[config.mk]
export PLATFORM = sky130hd
export DESIGN_NAME = cs_change_irq
export DESIGN_NICKNAME = d
export VERILOG_FILES = /design/src/rtl/cs_change_irq.sv
export SDC_FILE = /design/constraint.sdc
export NUM_CORES = 1
export LEC_CHECK = 0
export ABC_AREA = 1
export BUFFER_PORTS_ARGS = -buffer_cell sky130_fd_sc_hd__buf_2
export CORE_MARGIN = 5
export CORE_UTILIZATION = 44
export CTS_CLUSTER_SIZE = 40
export DETAILED_ROUTE_END_ITERATION = 8
export PLACE_DENSITY = 0.63
export RECOVER_POWER = 25
export SYNTH_ARGS = -nofsm -noshare
export SYNTH_HDL_FRONTEND = slang
export SYNTH_SLANG_ARGS = --single-unit
[constraint.sdc]
create_clock -name clk -period 1.49 [get_ports clk]
set_clock_uncertainty 0.05 [all_clocks]
set_input_delay 0.298 -clock clk [delete_from_list [all_inputs] [get_ports clk]]
set_output_delay 0.298 -clock clk [all_outputs]
set_load 0.1 [all_outputs]
[src/rtl/cs_change_irq.sv]
module cs_change_irq #(
  parameter int CS_BITS = 32,
  parameter int CS_STEP = 2,
  parameter int Q_LEN   = 1176,
  parameter int Q_SYM   = 12,
  parameter int Q_SLOT  = 2,
  parameter int TRK_LO  = 10,
  parameter int TRK_W   = 8,
  parameter int IRQ_BIT = 5
) (
  input  logic       clk,
  input  logic       rst_n,
  input  logic       sf_stb,
  input  logic       blk_start,
  input  logic       c_bit,
  input  logic       u_bit,
  input  logic       consumer,
  input  logic       rd_stat0,
  output logic       irq,
  output logic       qsync,
  output logic [7:0] stat0
);
  localparam int CS_LAST = (CS_BITS - 1) * CS_STEP;
  localparam int CW = $clog2(CS_LAST + 2);
  localparam int QW = $clog2(Q_LEN);
  localparam int IW = $clog2(CS_BITS);

  logic [CW-1:0]      cs_cnt, cs_pos;
  logic [CS_BITS-1:0] cs_sh, cs_ref, cs_new;
  logic               cs_ok, cs_take, cs_done, cs_chg;
  logic [QW-1:0]      q_cnt, q_pos;
  logic               q_run, q_act, q_end, q_ok, q_chg;
  logic [TRK_W-1:0]   trk_sh, trk_ref;

  assign cs_pos  = blk_start ? '0 : cs_cnt;
  assign cs_take = sf_stb && (int'(cs_pos) <= CS_LAST) && (int'(cs_pos) % CS_STEP == 0);
  assign cs_done = cs_take && (int'(cs_pos) == CS_LAST);
  assign cs_new  = {c_bit, cs_sh[CS_BITS-2:0]};
  assign cs_chg  = cs_done && cs_ok && (cs_new != cs_ref);

  always_ff @(posedge clk) begin
    if (!rst_n) begin
      cs_cnt <= CW'(CS_LAST + 1);
      cs_sh  <= '0;
      cs_ref <= '0;
      cs_ok  <= 1'b0;
    end else if (sf_stb) begin
      cs_cnt <= (int'(cs_pos) <= CS_LAST) ? cs_pos + 1'b1 : cs_pos;
      if (cs_take) cs_sh[IW'(int'(cs_pos) / CS_STEP)] <= c_bit;
      if (cs_done) begin
        cs_ref <= cs_new;
        cs_ok  <= 1'b1;
      end
    end
  end

  assign q_act = sf_stb && (q_run || blk_start);
  assign q_pos = q_run ? q_cnt : '0;
  assign q_end = q_act && (int'(q_pos) == Q_LEN - 1);
  assign q_chg = q_end && q_ok && consumer && (trk_sh != trk_ref);

  always_ff @(posedge clk) begin
    if (!rst_n) begin
      q_run   <= 1'b0;
      q_cnt   <= '0;
      q_ok    <= 1'b0;
      trk_sh  <= '0;
      trk_ref <= '0;
      qsync   <= 1'b0;
    end else begin
      if (q_act) begin
        q_run <= 1'b1;
        q_cnt <= q_end ? '0 : q_pos + 1'b1;
        for (int i = 0; i < TRK_W; i++)
          if (int'(q_pos) == Q_SYM * (TRK_LO + i) + Q_SLOT) trk_sh[i] <= u_bit;
        if (q_end) begin
          trk_ref <= trk_sh;
          q_ok    <= 1'b1;
        end
      end
      if (sf_stb) qsync <= q_end;
    end
  end

  always_ff @(posedge clk) begin
    if (!rst_n) irq <= 1'b0;
    else        irq <= cs_chg | q_chg | (irq & ~rd_stat0);
  end

  always_comb begin
    stat0 = '0;
    stat0[IRQ_BIT] = irq;
  end

  p_qsync_rise_r5: assert property (@(posedge clk) disable iff (!rst_n) q_end |=> qsync);
  p_qsync_fall_r5: assert property (@(posedge clk) disable iff (!rst_n) (sf_stb && !q_end) |=> !qsync);
  p_irq_hold_r6:   assert property (@(posedge clk) disable iff (!rst_n) (irq && !rd_stat0) |=> irq);
  p_irq_quiet_r6:  assert property (@(posedge clk) disable iff (!rst_n) (!irq && !cs_chg && !q_chg) |=> !irq);
  p_set_wins_r7:   assert property (@(posedge clk) disable iff (!rst_n) (cs_chg || q_chg) |=> irq);
  p_q_wrap_r3:     assert property (@(posedge clk) disable iff (!rst_n) q_end |=> (q_cnt == '0));
endmodule

==> reports/results.ini <==
[status]
status=finished with violations
violations=negative setup slack

[clock_tree]
clock_latency_ns=0.36
ctsHoldBuffers=0
clkTransAtPathRegs_ns=0.10
cts_tree=done
clk_path_buf_depth=2
cts.sinks=101
htree_levels=3
clockRootBuffer=clkbuf_8
cts_inserted_buffers=9

[yosys]
synth_area_per_cell_sq_um=7.240
ys_ff_latch=101
netlist_area_sq_mm=0.004786
ys_warn_count=0
synth_cell_types=34
syn-instance-count=661
seq_area_frac_synth=0.4225

[floorplanning]
dieArea_sq_mm=0.01306
die_y_um=114.3
start_util=0.4454
coreArea_sq_mm=0.01075
rows=38
die_w_um=114.3
io_pins=18

[global_routing]
grt_pass1_vias=4066
grt_first_pass_wirelength_mm=18.08
grt_max_degree=32
antenna_found_initial=0
grt_remaining_overflow=0
grt_usage=0.1679

[pwr]
power_uw=4991
powerDensity_mw_per_mm2=806.1
peakVddDrop_mv=0.4234
p_leak_uw=0.002731

[worst_setup_path]
path_cells=buf_6 > buf_6 > nand4_4 > nor2_4 > nand2_4 > clkinv_4 > buf_6 > nor2_1 > nor2_1
cp_slowest_cell=dfxtp_4
cpMostUsedCell=buf_6
worstPathArrival_ns=1.85
critPathLaunchType=register
crit_family=simple AND/OR/NAND/NOR gates
cp-end-kind=register
crit_type=reg2reg
cpPeakStageDelay_ns=0.42
cp_num_buf_inv=4
crit_required_ns=1.75
critPathMaxFanout=8

[sta]
drv_slew=0
worstMarginPinSlew_ns=0.6643
timing.final.ws_setup_ns=-0.1064
setup_viol=59
fin_crit_sh=1.071
fmax_mhz=626.4
tns_ns=-3.003
hold_viol_final=0
maxSlewHeadroom=0.5571
rsz0062_at_grt=yes
worst_hold_slack_ns=0.1679
finalCriticalPeriod_ns=1.596

[cells_and_area]
multi_input_area_sq_mm=0.002758
diodes=0
nFillCells=1006
nNetsFinal=735
ff_latch_area_sq_mm=0.002038
fin_util=0.5763
drive_gt1_frac=0.3022
syn_to_final_growth_pct=29.39

[route]
route.detailed.drc=0
viasPerCell=4.947
wl_mm=11.05
dr.pass1.iters=4
vias=4294
drt_iter0_markers=129
wl_per_cell_um=12.73
postRouteAntennaNets=0

[hold_path]
hold_path.class=in2reg

[run]
drv_cap=0

[place]
hpwl_mm=7.225
place_ws_ns=-0.1626
gp_congestion=0.8928
port_buffers=10

==> area by class of cell <==
class                      instances  area share
inverter                          79     0.05153
clock buffer                      13     0.02728
timing repair buffer              76      0.1154
clock inverter                     3    0.003031
multi-input combinational        456      0.4453
sequential                       101      0.3292
tap                              140     0.02829
==> through the flow <==
| step | cells | instance area, sq um |
|---|---|---|
| 2_1_floorplan | 667 | 4830 |
| 3_3_place_gp | 838 | 5309 |
| 3_5_place_dp | 838 | 5309 |
| 4_1_cts | 858 | 5640 |
| 5_1_grt | 868 | 6192 |
| 6_report | 868 | 6192 |
==> per-layer routing <==
metal | GRT usage | share of wire | up-vias
met5 | 0 | 0 | -
met4 | 0.07918 | 0.024 | 0
met3 | 0.02220 | 0.021 | 25
met2 | 0.2896 | 0.50 | 57
met1 | 0.2070 | 0.45 | 2002
li1 | - | - | 2210
==> registers in the layout, indices dropped and copies added (netlist names), 6 cells and up <==
register  flops
cs_sh        31
trk_sh        8
cs_cnt        6
cs_ref       32
trk_ref       8
q_cnt        11
==> power by group <==
part | internal (uW) | leakage (uW) | total (uW) | switching (uW)
clock network | 744 | 0.0000994 | 1660 | 913
logic | 200 | 0.00182 | 571 | 371
registers | 2730 | 0.000816 | 2760 | 33.4
total | 3670 | 0.00273 | 4990 | 1320
==> worst reg2reg max path: cells and delay by family (launching register included) <==
kind | cells | cell delay, ns
and+or+nand+nor | 5 | 0.59
buffers and inverters | 4 | 0.48
DFF | 1 | 0.42
==> placed cells by master (no fill, tap or decap), types with 3 or more instances in the layout <==
cell,n
nand2_1,109
dfxtp_1,94
nor2_1,76
inv_1,61
a21oi_1,45
buf_4,45
o21ai_0,28
xnor2_1,24
o21ai_2,18
o21ai_1,16
nor2_2,15
nand3_1,15
nor2_4,14
buf_6,13
inv_2,12
nand2_2,12
clkbuf_8,12
a21oi_2,11
xor2_1,11
nand2_4,8
nor3_1,8
buf_2,8
conb_1,7
nand3_2,5
nor3_2,5
nand3_4,4
nand3b_1,4
dfxtp_2,4
inv_4,3
a311oi_1,3
ha_4,3
clkbuf_16,3
dfxtp_4,3
buf_12,3
==> synthesized netlist by cell type <==
library cell | number | share of area
nor2_2 | 2 | 0.0026
o21ai_0 | 60 | 0.063
clkbuf_1 | 18 | 0.014
nand3b_1 | 4 | 0.0063
nor3_2 | 1 | 0.0021
nand3_2 | 3 | 0.0063
buf_6 | 2 | 0.0047
a211oi_1 | 1 | 0.0016
o21ai_2 | 2 | 0.0037
nand3_1 | 21 | 0.022
a311oi_1 | 5 | 0.0091
nand4_4 | 1 | 0.0044
conb_1 | 1 | 0.00078
clkinv_2 | 1 | 0.0010
a21oi_2 | 3 | 0.0055
buf_2 | 1 | 0.0010
xnor2_1 | 24 | 0.044
nor4_1 | 2 | 0.0026
nand2_1 | 122 | 0.096
inv_1 | 72 | 0.056
nor2_4 | 5 | 0.012
nand2_4 | 3 | 0.0071
xor2_1 | 12 | 0.022
o21ai_1 | 1 | 0.0010
nand4_1 | 2 | 0.0026
buf_4 | 10 | 0.016
nor2_1 | 98 | 0.077
o211ai_1 | 2 | 0.0031
a21oi_1 | 53 | 0.055
dfxtp_1 | 101 | 0.42
ha_1 | 4 | 0.010
nor3_1 | 13 | 0.014
nand2_2 | 5 | 0.0065
inv_2 | 6 | 0.0047
==> repair_timing <==
| item | CTS | global route |
|---|---|---|
| pin swaps | 10 | 36 |
| setup buffers | 3 | 6 |
| gates resized for setup | 37 | 139 |
| endpoints found under the setup margin | 64 | 85 |
| cloned | 1 | 4 |
| hold endpoints to repair | 0 | 0 |
==> path summary, 6_finish.rpt <==
kind	from	end	slack, ns	depth (start not counted)
max reg2reg	q_run	trk_ref[0]	-0.11	9
min reg2reg	cs_sh[18]	cs_sh[18]	0.41	2
max	q_run	trk_ref[0]	-0.11	9
min	rst_n	cs_sh[22]	0.17	3
==> cell families (layout without fill, tap and decap cells) <==
kind of cell	after synthesis	count (layout)	synth area share
xor gates and xnor gates	36	36	0.06588
buffers and inverters	110	171	0.09777
AOI/OAI and AO/OA	127	127	0.1422
DFF	101	101	0.4225
other	1	7	0.0007836
adders and majority gates	4	4	0.01046
and+or+nand+nor	282	282	0.2604
No activity file was read; power rests on OpenSTA's default activity.
